`config.mk`:
```
export PLATFORM = sky130hd
export DESIGN_NAME = rxb_prio_queue
export DESIGN_NICKNAME = d
export VERILOG_FILES = /design/src/rtl/rxb_pkg.sv /design/src/rtl/rxb_admit.sv /design/src/rtl/rxb_desc_fifo.sv /design/src/rtl/rxb_flow_reply.sv /design/src/rtl/rxb_prio_queue.sv
export SDC_FILE = /design/constraint.sdc
export NUM_CORES = 1
export LEC_CHECK = 0
export ABC_AREA = 0
export BUFFER_PORTS_ARGS = -buffer_cell sky130_fd_sc_hd__buf_2
export CAP_MARGIN = 15
export CORE_ASPECT_RATIO = 0.6
export CORE_MARGIN = 2
export CORE_UTILIZATION = 55
export CTS_CLUSTER_SIZE = 24
export DETAILED_ROUTE_END_ITERATION = 12
export GPL_TIMING_DRIVEN = 0
export HOLD_SLACK_MARGIN = 0.15
export PLACE_DENSITY_LB_ADDON = 0.05
export SYNTH_ARGS = -nofsm -noshare
export SYNTH_HDL_FRONTEND = slang
export SYNTH_SLANG_ARGS = --single-unit
```
`constraint.sdc`:
```
create_clock -name clk -period 3.3 [get_ports clk]
set_clock_uncertainty 0.1 [all_clocks]
set_input_delay 0.66 -clock clk [delete_from_list [all_inputs] [get_ports clk]]
set_output_delay 0.66 -clock clk [all_outputs]
set_load 0.05 [all_outputs]
```
`src/rtl/rxb_pkg.sv`:
```
package rxb_pkg;

    localparam int unsigned NUM_PRIO = 4;
    localparam int unsigned PRIO_W   = 2;

    typedef logic [PRIO_W-1:0] prio_t;

    // Descriptor kept for every admitted packet
    typedef struct packed {
        prio_t prio;
        logic  is_resp;
    } pkt_desc_t;

    typedef enum logic {
        FC_RECEIVER = 1'b0,
        FC_CREDIT   = 1'b1
    } fc_mode_e;

    // Never let a limit exceed the physical slot count
    function automatic int unsigned clamp_limit(int unsigned thr, int unsigned slots);
        return (thr > slots) ? slots : thr;
    endfunction

    // Occupancy limit for ordinary requests: priority limit, minus the reserved top
    function automatic int unsigned request_limit(int unsigned thr, int unsigned slots,
                                                  int unsigned resv);
        int unsigned lim;
        int unsigned open_slots;
        lim        = clamp_limit(thr, slots);
        open_slots = (resv >= slots) ? 0 : slots - resv;
        if (open_slots < lim) begin
            lim = open_slots;
        end
        return lim;
    endfunction

    // Occupancy limit for responses; a response never uses the lowest priority
    function automatic int unsigned response_limit(int unsigned prio, int unsigned thr,
                                                   int unsigned slots);
        return (prio == 0) ? 0 : clamp_limit(thr, slots);
    endfunction

endpackage

```
`src/rtl/rxb_admit.sv`:
```
module rxb_admit
    import rxb_pkg::*;
#(
    parameter int unsigned SLOTS = 8,
    parameter int unsigned RESV  = 2,
    parameter int unsigned PRIO_THR [NUM_PRIO] = '{6, 8, 8, 8},
    localparam int unsigned CW = $clog2(SLOTS + 1)
) (
    input  logic [CW-1:0] occ,
    input  pkt_desc_t     desc,
    output logic          pass
);

    logic [NUM_PRIO-1:0] req_ok;
    logic [NUM_PRIO-1:0] rsp_ok;

    // One comparator pair per priority level
    for (genvar p = 0; p < NUM_PRIO; p++) begin : g_prio
        localparam int unsigned REQ_LIM = request_limit(PRIO_THR[p], SLOTS, RESV);
        localparam int unsigned RSP_LIM = response_limit(p, PRIO_THR[p], SLOTS);
        localparam logic [CW-1:0] REQ_LIM_C = CW'(REQ_LIM);
        localparam logic [CW-1:0] RSP_LIM_C = CW'(RSP_LIM);

        assign req_ok[p] = (occ < REQ_LIM_C);
        assign rsp_ok[p] = (occ < RSP_LIM_C);
    end

    always_comb begin
        if (desc.is_resp) begin
            pass = rsp_ok[desc.prio];
        end else begin
            pass = req_ok[desc.prio];
        end
    end

endmodule

```
`src/rtl/rxb_desc_fifo.sv`:
```
module rxb_desc_fifo
    import rxb_pkg::*;
#(
    parameter int unsigned SLOTS = 8,
    localparam int unsigned CW    = $clog2(SLOTS + 1),
    localparam int unsigned PTR_W = (SLOTS > 1) ? $clog2(SLOTS) : 1
) (
    input  logic          clk,
    input  logic          rst,
    input  logic          push,
    input  pkt_desc_t     push_desc,
    input  logic          pop,
    output pkt_desc_t     head_desc,
    output logic [CW-1:0] occ
);

    localparam logic [PTR_W-1:0] LAST_PTR = PTR_W'(SLOTS - 1);

    pkt_desc_t        mem [SLOTS];
    logic [PTR_W-1:0] wr_ptr;
    logic [PTR_W-1:0] rd_ptr;
    logic             pop_ok;

    function automatic logic [PTR_W-1:0] bump(logic [PTR_W-1:0] ptr);
        return (ptr == LAST_PTR) ? '0 : ptr + 1'b1;
    endfunction

    // A pop on an empty store is dropped here
    assign pop_ok = pop && (occ != '0);

    always_ff @(posedge clk) begin
        if (push) begin
            mem[wr_ptr] <= push_desc;
        end
    end

    always_ff @(posedge clk) begin
        if (rst) begin
            wr_ptr <= '0;
            rd_ptr <= '0;
            occ    <= '0;
        end else begin
            if (push) begin
                wr_ptr <= bump(wr_ptr);
            end
            if (pop_ok) begin
                rd_ptr <= bump(rd_ptr);
            end
            case ({push, pop_ok})
                2'b10:   occ <= occ + 1'b1;
                2'b01:   occ <= occ - 1'b1;
                default: occ <= occ;
            endcase
        end
    end

    assign head_desc = mem[rd_ptr];

endmodule

```
`src/rtl/rxb_flow_reply.sv`:
```
module rxb_flow_reply
    import rxb_pkg::*;
(
    input  logic     clk,
    input  logic     rst,
    input  fc_mode_e mode,
    input  logic     arr_valid,
    input  logic     pass,
    output logic     ack,
    output logic     nack
);

    logic answer;

    assign answer = arr_valid && (mode == FC_RECEIVER);

    always_ff @(posedge clk) begin
        if (rst) begin
            ack  <= 1'b0;
            nack <= 1'b0;
        end else begin
            ack  <= answer && pass;
            nack <= answer && !pass;
        end
    end

endmodule

```
`src/rtl/rxb_prio_queue.sv`:
```
module rxb_prio_queue
    import rxb_pkg::*;
#(
    parameter int unsigned SLOTS = 8,
    parameter int unsigned RESV  = 2,
    parameter int unsigned PRIO_THR [NUM_PRIO] = '{6, 8, 8, 8},
    localparam int unsigned CW = $clog2(SLOTS + 1)
) (
    input  logic              clk,
    input  logic              rst,
    input  logic              credit_mode,
    input  logic              arr_valid,
    input  logic [PRIO_W-1:0] arr_prio,
    input  logic              arr_is_resp,
    input  logic              deq_req,
    output logic              head_valid,
    output logic [PRIO_W-1:0] head_prio,
    output logic              head_is_resp,
    output logic              ack,
    output logic              nack,
    output logic [CW-1:0]     credit
);

    localparam logic [CW-1:0] SLOTS_C = CW'(SLOTS);

    pkt_desc_t     arr_desc;
    pkt_desc_t     head_desc;
    logic          pass;
    logic [CW-1:0] occ;
    fc_mode_e      mode;

    assign arr_desc.prio    = arr_prio;
    assign arr_desc.is_resp = arr_is_resp;
    assign mode             = fc_mode_e'(credit_mode);

    rxb_admit #(
        .SLOTS    (SLOTS),
        .RESV     (RESV),
        .PRIO_THR (PRIO_THR)
    ) u_admit (
        .occ  (occ),
        .desc (arr_desc),
        .pass (pass)
    );

    rxb_desc_fifo #(
        .SLOTS (SLOTS)
    ) u_store (
        .clk       (clk),
        .rst       (rst),
        .push      (arr_valid && pass),
        .push_desc (arr_desc),
        .pop       (deq_req),
        .head_desc (head_desc),
        .occ       (occ)
    );

    rxb_flow_reply u_reply (
        .clk       (clk),
        .rst       (rst),
        .mode      (mode),
        .arr_valid (arr_valid),
        .pass      (pass),
        .ack       (ack),
        .nack      (nack)
    );

    assign credit       = SLOTS_C - occ;
    assign head_valid   = (occ != '0);
    assign head_prio    = head_desc.prio;
    assign head_is_resp = head_desc.is_resp;

endmodule

```
==> run summary, run 1 <==
Lkg Pwr - 0.748 nW
Cts hold-fix bufs - 0
Initial Util - 59.0%
Antenna-violating nets left - 0
Post-CTS sizing - 0
Number of I/O port buffers - 17
Worst endpoint required time - 3.42 ns
Outcome - completed
Core area - 0.00295 mm2
Post-layout nets - 168
Worst reg2reg setup slack - 0.43 ns
Antenna fix cells - 0
DRT Wirelength - 3070 um
Clock sinks - 39
Drt first pass iters - 4
Crit path max-delay cell type - a2111oi_4
Average wire per standard cell - 15.8 um
Vias in the first global route - 1049
Crit path max fanout - 11
Worst path arrival time - 3.05 ns
Synth Cell Area - 0.00174 mm2
Max-slew violations - 0
Yosys cell types - 34
Initial antenna violation count - 0
Area after DPL - 0.00188 mm2
Final hold vios - 0
H-tree depth - 2
Worst slew pin tran - 1.03 ns
Area growth from synthesis to layout - 12.8%
Worst Setup SP - arr_is_resp
Startpoint Class - input pin
Die width - 76.6 um
R2r startpoint - u_store.occ[1]$_SDFFE_PP0P_
Power Dens Cells - 899 mW/mm2
Final Util - 66.6%
Reg clk slew, reported paths - 0.07 ns
Kind of cell adding the most delay to the critical path - compound AO/OA/AOI/OAI gates
Tot Pwr - 1.76 mW
Fillcell total - 234
Number of stages on the worst setup path - 11
Ports - 18
Slew headroom - 30.6%
Max-Cap Viols - 0
Total die area - 0.00364 mm2
Reg-to-Reg End - u_store.occ[2]$_SDFFE_PP0P_
Vias post-DR - 1064
Buf+Inv Stages, Crit Path - 2
Vias per Instance - 5.46
Top cell type's share of synthesized area - 41.4%
First-pass GRT wire length - 5200 um
Fin worst setup slack - 0.371 ns
Commonest cells after routing, fill and taps aside - 24 x edfxtp_1, 20 x buf_2, 15 x dfxtp_1
Unrepaired setup endpoints after global routing - false
Synth top area cells - edfxtp_1 41%, dfxtp_1 17%, mux4_2 7.8%, ha_1 5.8%, nor2_1 2.4%
VDD IR max - 580 uV
Setup TNS - 0 ns
FMAX - 0.341 GHz
GRT Residual Overflow - 0
Design Area, Final - 0.00196 mm2
Register area share after synthesis - 58.7%
CTS tree - built
Worst Setup EP - u_store.occ[2]$_SDFFE_PP0P_
Syn Area/Cell - 13.6 um2
HP Class - register to register
CP Cell Sequence - buf_2 > and3b_4 > a2111oi_4 > inv_1 > ha_1 > xor2_1 > ha_1 > a21oi_1 > xor2_1 > or3_1 > a21oi_1
Worst slack at placement - 0.0834 ns
Clock tree root driver cell - clkbuf_8
Clk_lat worst skew - 0.29 ns
Fraction of layout cells with a size suffix above 1 - 26.1%
Crit. End Element - register
Final setup viols - 0
Yosys Warn Count - 0
Total nets after synthesis - 144
Post-CTS setup buffer count - 0
Clock tree buffer depth - 2
Mapped Cells - 128
Total GRT Usage - 20.3%
Yosys top cell by area - edfxtp_1
Most common cell after layout, fill and taps aside - edfxtp_1
Site row count - 15
CTS buffer count - 5
Critical Path Max Stage Delay - 0.48 ns
Die height - 47.6 um
Worst r2r path cells - 13
Drt drc - 0
GPL Wtd Cong - 0.769
Starting DRT DRC Count - 42
Fin crit share - 88.8%
Minimum clock period - 2.93 ns
Setup Crit Path Kind - input pin to register
Pin count of the biggest net entering global routing - 13
Yosys reg bits - 39
Dpl hpwl - 2190 um
## routing by layer
| metal | track usage (%) | vias to the layer above | routed length (um) | part of all wire, % |
|---|---|---|---|---|
| met1 | 26.7 | 502 | 1470 | 48 |
| li1 | - | 526 | - | - |
| met5 | 0 | - | 0 | 0 |
| met4 | 8.73 | 0 | 31 | 1.0 |
| met3 | 6.42 | 4 | 181 | 5.9 |
| met2 | 32.7 | 32 | 1390 | 45 |
## worst register-to-register path, delay by kind of cell, from the launching register on
family                     cells  cell delay, ns
DFF                            1            0.30
and+or+nand+nor                3            0.92
buffers and inverters          3            0.33
AOI/OAI and AO/OA              2            0.30
adders and majority gates      3            0.60
xor gates and xnor gates       2            0.26
## worst min path at each step
stage                                        start                              to  slack [ns]  depth (start not counted)
global placement    u_store.rd_ptr[1]$_SDFFE_PP0N_  u_store.rd_ptr[1]$_SDFFE_PP0N_        0.37                          2
finish              u_store.rd_ptr[0]$_SDFFE_PP0N_  u_store.rd_ptr[0]$_SDFFE_PP0N_        0.41                          2
detailed placement  u_store.rd_ptr[1]$_SDFFE_PP0N_                        register        0.39                          2
floorplan           u_store.rd_ptr[1]$_SDFFE_PP0N_                        register        0.35                          2
CTS                 u_store.rd_ptr[0]$_SDFFE_PP0N_                        register        0.40                          2
global route                           credit_mode         u_reply.nack$_SDFF_PP0_        0.44                          2
## cells in the mapped netlist
master and n:
or3_1 2, nand4_1 1, buf_4 1, mux2_2 3, a31oi_1 1, nor3_1 5, mux2i_1 4, mux4_2 6
and3b_4 1, a211o_1 1, dfxtp_1 15, a2111oi_4 1, buf_1 1, nor2b_1 2, nand4b_1 1, a211oi_2 1
nor4b_1 1, nand2b_1 2, inv_1 5, nand3_1 2, o21ai_0 1, nor4_1 3, mux2_1 1, nand3b_1 1
nor2_1 11, ha_1 8, buf_2 3, edfxtp_1 24, clkbuf_1 1, xnor2_1 1, nand2_1 7, a21oi_1 5
or3b_1 2, xor2_1 4
## metrics by stage
stage | hold slack [ns] | instances
detailed placement | 0.389 | 187
finish | 0.409 | 195
CTS | 0.405 | 195
global placement | 0.367 | 187
global route | 0.444 | 195
floorplan | 0.350 | 128
## state kept, by name, summed over array words and instances (netlist names), named ones only
name and count:
u_store.occ 4, u_reply.nack 1, u_store.mem 24, u_store.rd_ptr 3, u_reply.ack 1, u_store.wr_ptr 3
## report_power, final
part,internal [mW],leakage (nW),total (mW),switching (mW)
Combinational,0.278,0.367,0.822,0.544
Clock,0.148,0.0412,0.309,0.161
Sequential,0.581,0.340,0.633,0.0521
Total,1.01,0.748,1.76,0.757
## logic make-up after synthesis
kind of cell,Yosys count,synth area share [%]
xor gates and xnor gates,5,2.52
AOI/OAI and AO/OA,10,4.89
DFF,39,58.7
buffers and inverters,11,2.81
adders and majority gates,8,5.76
muxes,14,12.7
and+or+nand+nor,41,12.7
## cell type report
cell class / instances / area, um2 / share of cell area (%)
flip-flops and latches: 39 / 1020 / 52.0
multi-input cells: 78 / 669 / 34.1
repair buffers: 17 / 85.1 / 4.34
clock buffers: 6 / 72.6 / 3.70
well taps: 42 / 52.6 / 2.68
plain buffers: 6 / 30.0 / 1.53
inverters: 5 / 18.8 / 0.957
clock inverters: 2 / 12.5 / 0.638
Power figures use the tool's default switching activity.
==> inputs of run 2 (changes only) <==
--- a/config.mk
+++ b/config.mk
@@ -12,4 +12,5 @@
 export CORE_MARGIN = 2
 export CORE_UTILIZATION = 55
+export CTS_BUF_LIST = sky130_fd_sc_hd__clkbuf_2 sky130_fd_sc_hd__clkbuf_4 sky130_fd_sc_hd__clkbuf_8
 export CTS_CLUSTER_SIZE = 24
 export DETAILED_ROUTE_END_ITERATION = 12
==> constraint.sdc (replaced) <==
create_clock -name clk -period 3.3 [get_ports clk]
set_clock_uncertainty 0.1 [all_clocks]
set_input_delay 0.66 -clock clk [delete_from_list [all_inputs] [get_ports clk]]
set_output_delay 0.66 -clock clk [all_outputs]
set_load 0.005 [all_outputs]
==> run 2 against run 1 <==
  * Non-clock buffer count unchanged
  * Hold slack worse by 0.0023 ns
  * Setup slack gained 0.0039 ns
  * Via count increased by 0.56%
==> run summary, run 2 (synthesis gave the netlist of run 1 again) <==
Vias in the first global route - 1049 (unchanged)
Clock sinks - 39 (unchanged)
Pint - 1.01 mW (+0.54%)
Combinational share of power - 36.6% (-10 points)
Max-Cap Viols - 0 (unchanged)
Dpl hpwl - 2190 um (unchanged)
Most common cell after layout, fill and taps aside - edfxtp_1
Top layer in use - met4
Total GRT Usage - 20.3% (unchanged)
Drt drc - 0 (unchanged)
Startpoint Class - input pin
HP Class - register to register
Antenna fix cells - 0 (unchanged)
Unrepaired setup endpoints after global routing - false
Pin count of the biggest net entering global routing - 13 (unchanged)
Power Dens Cells - 764 mW/mm2 (-15%)
First-pass GRT wire length - 5200 um (unchanged)
Max-slew violations - 0 (unchanged)
M1 WL - 1530 um (+3.7%)
Commonest cells after routing, fill and taps aside - 24 x edfxtp_1, 20 x buf_2, 15 x dfxtp_1
Initial antenna violation count - 0 (unchanged)
Site row count - 15 (unchanged)
Vias per Instance - 5.49 (+0.56%)
DRT Wirelength - 3100 um (+0.94%)
Clk pwr share - 21.2% (+3.7 points)
Post-CTS sizing - 0 (unchanged)
Die height - 47.6 um (unchanged)
CP Cell Sequence - buf_2 > and3b_4 > a2111oi_4 > inv_1 > ha_1 > xor2_1 > ha_1 > a21oi_1 > xor2_1 > or3_1 > a21oi_1
Crit path max fanout - 11 (unchanged)
Met2 Wirelength - 1360 um (-1.6%)
Critical Path Max Stage Delay - 0.48 ns (about the same)
Final hold vios - 0 (unchanged)
Minimum clock period - 2.93 ns (-0.00394 ns)
Largest Register - u_store.mem
Vias post-DR - 1070 (+0.56%)
Die width - 76.6 um (unchanged)
Worst endpoint required time - 3.43 ns (about the same)
Hold_ws - 0.407 ns (-0.00232 ns)
Core area - 0.00295 mm2 (unchanged)
Post-layout nets - 168 (unchanged)
Crit path max-delay cell type - a2111oi_4
Setup TNS - 0 ns (unchanged)
Ports - 18 (unchanged)
H-tree depth - 2 (unchanged)
FMAX - 0.342 GHz (+0.13%)
Clk_lat worst skew - 0.29 ns (about the same)
DR WL met3 - 151 um (-17%)
Fraction of layout cells with a size suffix above 1 - 26.8% (+0.65 points)
Buf+Inv Stages, Crit Path - 2 (unchanged)
Fillcell total - 232 (-0.85%)
GRT Residual Overflow - 0 (unchanged)
Post-CTS setup buffer count - 0 (unchanged)
Sw Share - 32.6% (-10 points)
Final setup viols - 0 (unchanged)
Lkg Pwr - 0.751 nW (+0.46%)
GPL Wtd Cong - 0.769 (unchanged)
Average wire per standard cell - 15.9 um (+0.94%)
Starting DRT DRC Count - 40 (-4.8%)
Worst path arrival time - 3.05 ns (about the same)
Area growth from synthesis to layout - 13.0%
Clock tree buffer depth - 2 (unchanged)
Worst slew pin tran - 0.997 ns (-0.0355 ns)
CTS tree - built
Final Util - 66.7% (+0.13 points)
Fin crit share - 88.7% (-0.12 points)
Initial Util - 59.0% (unchanged)
Setup Crit Path Kind - input pin to register
Number of I/O port buffers - 17 (unchanged)
Slew headroom - 32.9% (+2.4 points)
Cts hold-fix bufs - 0 (unchanged)
VDD IR max - 390 uV (-33%)
Outcome - completed
Crit. End Element - register
Kind of cell adding the most delay to the critical path - compound AO/OA/AOI/OAI gates
Clock tree root driver cell - clkbuf_8
Total die area - 0.00364 mm2 (unchanged)
Reg clk slew, reported paths - 0.07 ns (about the same)
Sequential power share - 42.1% (+6.2 points)
Drt first pass iters - 4 (unchanged)
P_sw - 0.490 mW (-35%)
CTS buffer count - 5 (unchanged)
Antenna-violating nets left - 0 (unchanged)
Largest register FFs - 24 (unchanged)
Largest registers - u_store.mem x24, u_store.occ x4
==> run 2: power groups by stage <==
stage | Clock [mW] | Combinational (mW) | Sequential [mW]
detailed placement | 0 | 0.551 | 0.642
floorplan | 0 | 0.407 | 0.627
global route | 0.349 | 0.620 | 0.644
CTS | 0.328 | 0.556 | 0.633
finish | 0.318 | 0.550 | 0.633
global placement | 0 | 0.536 | 0.638
==> run 2: layout make-up <==
type / count / area, um2 / share of cell area, %
Buffer: 6 / 30.0 / 1.53
Clock buffer: 6 / 76.3 / 3.88
Clock inverter: 2 / 12.5 / 0.637
Inverter: 5 / 18.8 / 0.955
Multi-Input combinational cell: 78 / 669 / 34.1
Sequential cell: 39 / 1020 / 51.9
Tap cell: 42 / 52.6 / 2.67
Timing Repair Buffer: 17 / 85.1 / 4.33
==> run 2: metrics by stage <==
step / area [um2] / power (mW) / cells / worst slack (ns)
6_report: 1970 / 1.50 / 195 / 0.375
2_1_floorplan: 1740 / 1.03 / 128 / 0.505
3_5_place_dp: 1880 / 1.19 / 187 / 0.0834
5_1_grt: 1970 / 1.61 / 195 / 0.117
3_3_place_gp: 1880 / 1.17 / 187 / 0.123
4_1_cts: 1970 / 1.52 / 195 / 0.384
==> run 2: tightest hold or removal path: stages (launching register included) <==
cell	delay [ns]
dfxtp_1	0.32
nand2_1	0.06
a21oi_1	0.07
==> run 2: final timing paths <==
check                                  from                             end  slack, ns  cells after the start
min          u_store.rd_ptr[2]$_SDFFE_PP0N_  u_store.rd_ptr[2]$_SDFFE_PP0N_       0.41                      2
max                             arr_is_resp     u_store.occ[2]$_SDFFE_PP0P_       0.37                     11
min reg2reg  u_store.rd_ptr[2]$_SDFFE_PP0N_  u_store.rd_ptr[2]$_SDFFE_PP0N_       0.41                      2
max reg2reg     u_store.occ[1]$_SDFFE_PP0P_     u_store.occ[2]$_SDFFE_PP0P_       0.43                     13
==> run 2: metal layers <==
| metal | global-route usage, % | up-vias |
|---|---|---|
| met5 | 0 | - |
| met4 | 8.73 | 0 |
| met3 | 6.42 | 7 |
| met2 | 32.7 | 24 |
| met1 | 26.7 | 512 |
| li1 | - | 527 |
==> inputs of run 3 (changes only) <==
ABC_AREA = 1   (was 0)
CORE_UTILIZATION = 40   (was 55)
==> run 3 against run 2 <==
  * Synthesized cell count increased by 37%
  * Routed wire length grew 20%
  * Sequential power increased by 2%
  * Sequential cell count unchanged
  * Hold slack improved by 0.0089 ns
  * Largest power group unchanged
  * Core utilization down 18 points
  * Combinational power is 2% lower
  * Sequential share of layout area is 0.88 points lower
  * First-iteration DRC count rose to 2.7 times the previous value
  * Largest cell class unchanged
==> run summary, run 3 <==
Outcome - completed
Max-slew violations - 0 (unchanged)
Most common cell after layout, fill and taps aside - nor2_1
DR WL met3 - 199 um (+32%)
Worst Setup SP - u_store.occ[0]$_SDFFE_PP0P_
Crit path max fanout - 6 (-5)
Cts hold-fix bufs - 0 (unchanged)
Drt first pass iters - 4 (unchanged)
Post-route insts no fill - 260 (+33%)
Mapped Cells - 175 (+37%)
Worst slew pin tran - 0.392 ns (-0.605 ns)
Dpl hpwl - 2790 um (+28%)
Placed insts - 252 (+35%)
Fraction of layout cells with a size suffix above 1 - 17.0% (-9.8 points)
Fin crit share - 74.0% (-15 points)
Synth Area in Compound Gates - 10.9% (+6.0 points)
Slew headroom - 73.8% (+41 points)
Clock tree buffer depth - 2 (unchanged)
Total nets after synthesis - 191 (+33%)
GPL Wtd Cong - 0.855 (+11%)
CTS buffer count - 5 (unchanged)
Crit. End Element - register
Vias post-DR - 1267 (+18%)
Worst path arrival time - 2.52 ns (-0.53 ns)
CTS tree - built
Clock sinks - 39 (unchanged)
Post-layout nets - 215 (+28%)
Synth Cell Area - 0.00173 mm2 (-0.43%)
Yosys reg bits - 39 (unchanged)
Post-synthesis mux area share - 0% (-13 points)
Largest register FFs - 24 (unchanged)
Minimum clock period - 2.44 ns (-0.485 ns)
Register area share after synthesis - 59.0% (+0.25 points)
DRT Wirelength - 3710 um (+20%)
Average wire per standard cell - 14.3 um (-10%)
Ports - 18 (unchanged)
Max-Cap Viols - 0 (unchanged)
Synth top area cells - edfxtp_1 42%, dfxtp_1 17%, nor2_1 8.2%, ha_1 5.8%, o21ai_0 5.2%
Largest Register - u_store.mem
HP Class - register to register
Top cell type's share of synthesized area - 41.6% (+0.18 points)
Total GRT Usage - 17.6% (-2.7 points)
Worst reg2reg setup slack - 0.86 ns (+0.43 ns)
Site row count - 18 (+3)
Final setup viols - 0 (unchanged)
Post-CTS setup buffer count - 0 (unchanged)
First-pass GRT wire length - 6070 um (+17%)
Startpoint Class - register
Unrepaired setup endpoints after global routing - false
Setup TNS - 0 ns (unchanged)
Die height - 55.0 um (+16%)
Total die area - 0.00489 mm2 (+34%)
Crit path max-delay cell type - dfxtp_1
Syn Area/Cell - 9.90 um2 (-27%)
Synth Flop Type - edfxtp_1
Vias per Instance - 4.87 (-11%)
Async SR Flop Fraction - 0% (unchanged)
Starting DRT DRC Count - 107 (+170%)
Yosys Warn Count - 0 (unchanged)
Post-CTS sizing - 0 (unchanged)
Lkg Pwr - 0.827 nW (+10%)
Yosys top cell by area - edfxtp_1
Critical Path Max Stage Delay - 0.43 ns (-0.05 ns)
Pin count of the biggest net entering global routing - 13 (unchanged)
H-tree depth - 2 (unchanged)
Buf+Inv Stages, Crit Path - 4 (+2)
Die width - 88.9 um (+16%)
Power Dens Cells - 784 mW/mm2 (+2.6%)
Initial antenna violation count - 0 (unchanged)
Commonest cells after routing, fill and taps aside - 38 x nor2_1, 24 x edfxtp_1, 19 x nand2_1
Drt drc - 0 (unchanged)
Vias in the first global route - 1226 (+17%)
Yosys cell types - 25 (-26%)
Kind of cell adding the most delay to the critical path - adder cells
Post-Synth XOR/XNOR Area - 1.52% (-1.0 points)
M1 WL - 2070 um (+36%)
GRT Residual Overflow - 0 (unchanged)
Most frequent cells after synthesis - 38 x nor2_1, 24 x edfxtp_1, 19 x nand2_1
Post-synthesis adder-cell area fraction - 5.78% (+0.025 points)
Clk_lat worst skew - 0.28 ns (about the same)
Worst endpoint required time - 3.38 ns (-0.05 ns)
FMAX - 0.410 GHz (+20%)
VDD IR max - 268 uV (-31%)
Antenna fix cells - 0 (unchanged)
Area growth from synthesis to layout - 15.5%
R2r startpoint - u_store.occ[0]$_SDFFE_PP0P_
Met2 Wirelength - 1420 um (+3.7%)
Top-count cell post-synth - nor2_1
EDFF count, synth - 24 (unchanged)
Worst r2r path cells - 14 (+1)
Initial Util - 41.8% (-17 points)
Clock tree root driver cell - clkbuf_8
Reg-to-Reg End - u_store.occ[2]$_SDFFE_PP0P_
Final hold vios - 0 (unchanged)
Largest family of logic cells by synthesized area - simple AND/OR/NAND/NOR gates
Number of stages on the worst setup path - 14 (+3)
Setup Crit Path Kind - register to register
Core area - 0.00414 mm2 (+41%)
Antenna-violating nets left - 0 (unchanged)
Largest registers - u_store.mem x24, u_store.occ x4
Reg clk slew, reported paths - 0.08 ns (about the same)
Post-synthesis simple-gate area fraction - 17.8% (+5.1 points)
Number of I/O port buffers - 17 (unchanged)
Top layer in use - met4
CP Cell Sequence - inv_1 > ha_1 > nand3_1 > nand2_1 > inv_2 > ha_1 > nand2_1 > inv_1 > nor2_4 > ha_1 > a21oi_1 > xnor2_1 > o21ai_0 > inv_1
Worst Setup EP - u_store.occ[2]$_SDFFE_PP0P_
run 3: changes by cell type after synthesis, moves of 3 or more:
| cell | before | now |
|---|---|---|
| inv_1 | 5 | 15 |
| inv_2 | 0 | 3 |
| mux2_2 | 3 | 0 |
| mux2i_1 | 4 | 0 |
| mux4_2 | 6 | 0 |
| nand2_1 | 7 | 19 |
| nand3_1 | 2 | 5 |
| nor2_1 | 11 | 38 |
| nor3_1 | 5 | 1 |
| o21ai_0 | 1 | 18 |
| o22ai_1 | 0 | 3 |
| xor2_1 | 4 | 1 |
run 3: power by group:
part / total, mW / internal (mW) / switching (mW)
logic: 0.539 / 0.225 / 0.314
clock network: 0.380 / 0.221 / 0.159
registers: 0.648 / 0.588 / 0.0606
run 3: final cells by class:
cell class / count / area [um2]
multi-input cells: 115 / 623
plain buffers: 3 / 20.0
repair buffers: 17 / 85.1
clock inverters: 3 / 38.8
inverters: 18 / 67.6
fillers: 406 / 2140
flip-flops and latches: 39 / 1020
well taps: 60 / 75.1
clock buffers: 5 / 68.8
run 3: how the worst min path moves through the flow:
stage                                                 to  cells past startpoint                            from
after floorplan                                 register                      2  u_store.rd_ptr[1]$_SDFFE_PP0N_
final                                           register                      2  u_store.rd_ptr[2]$_SDFFE_PP0N_
after CTS                 u_store.wr_ptr[1]$_SDFFE_PP0P_                      2  u_store.wr_ptr[1]$_SDFFE_PP0P_
after global placement    u_store.rd_ptr[1]$_SDFFE_PP0N_                      2  u_store.rd_ptr[1]$_SDFFE_PP0N_
after detailed placement                        register                      2  u_store.rd_ptr[1]$_SDFFE_PP0N_
after global routing      u_store.rd_ptr[1]$_SDFFE_PP0N_                      2  u_store.rd_ptr[1]$_SDFFE_PP0N_
run 3: metrics by stage:
stage | utilization [%] | worst slack [ns] | hold WS, ns | power (mW) | area, um2
after floorplan | - | 1.10 | 0.355 | 1.01 | 1730
after global placement | 45.7 | 0.677 | 0.383 | 1.18 | 1890
after detailed placement | 45.7 | 0.668 | 0.420 | 1.19 | 1890
after CTS | 48.2 | 0.879 | 0.432 | 1.58 | 2000
after global routing | 48.2 | 0.644 | 0.451 | 1.70 | 2000
final | 48.2 | 0.860 | 0.416 | 1.57 | 2000
run 3: kinds of logic (layout without fill, tap and decap cells):
kind of cell    Yosys count  after routing
simple gates             71             71
flops                    39             39
compound gates           33             33
buf+inv                  21             46
fa+ha+maj                 8              8
xor+xnor                  3              3
run 3: worst min-delay path: stages, from the launching register on:
cell	delay, ns
dfxtp_1	0.31
nor2_1	0.10
nor2_1	0.06
run 3: layer usage:
layer  global-route usage (%)  vias up
met4                     5.47        0
met1                     26.9      589
met2                     24.0       34
li1                         -      642
met3                     5.04        2
met5                        0        -
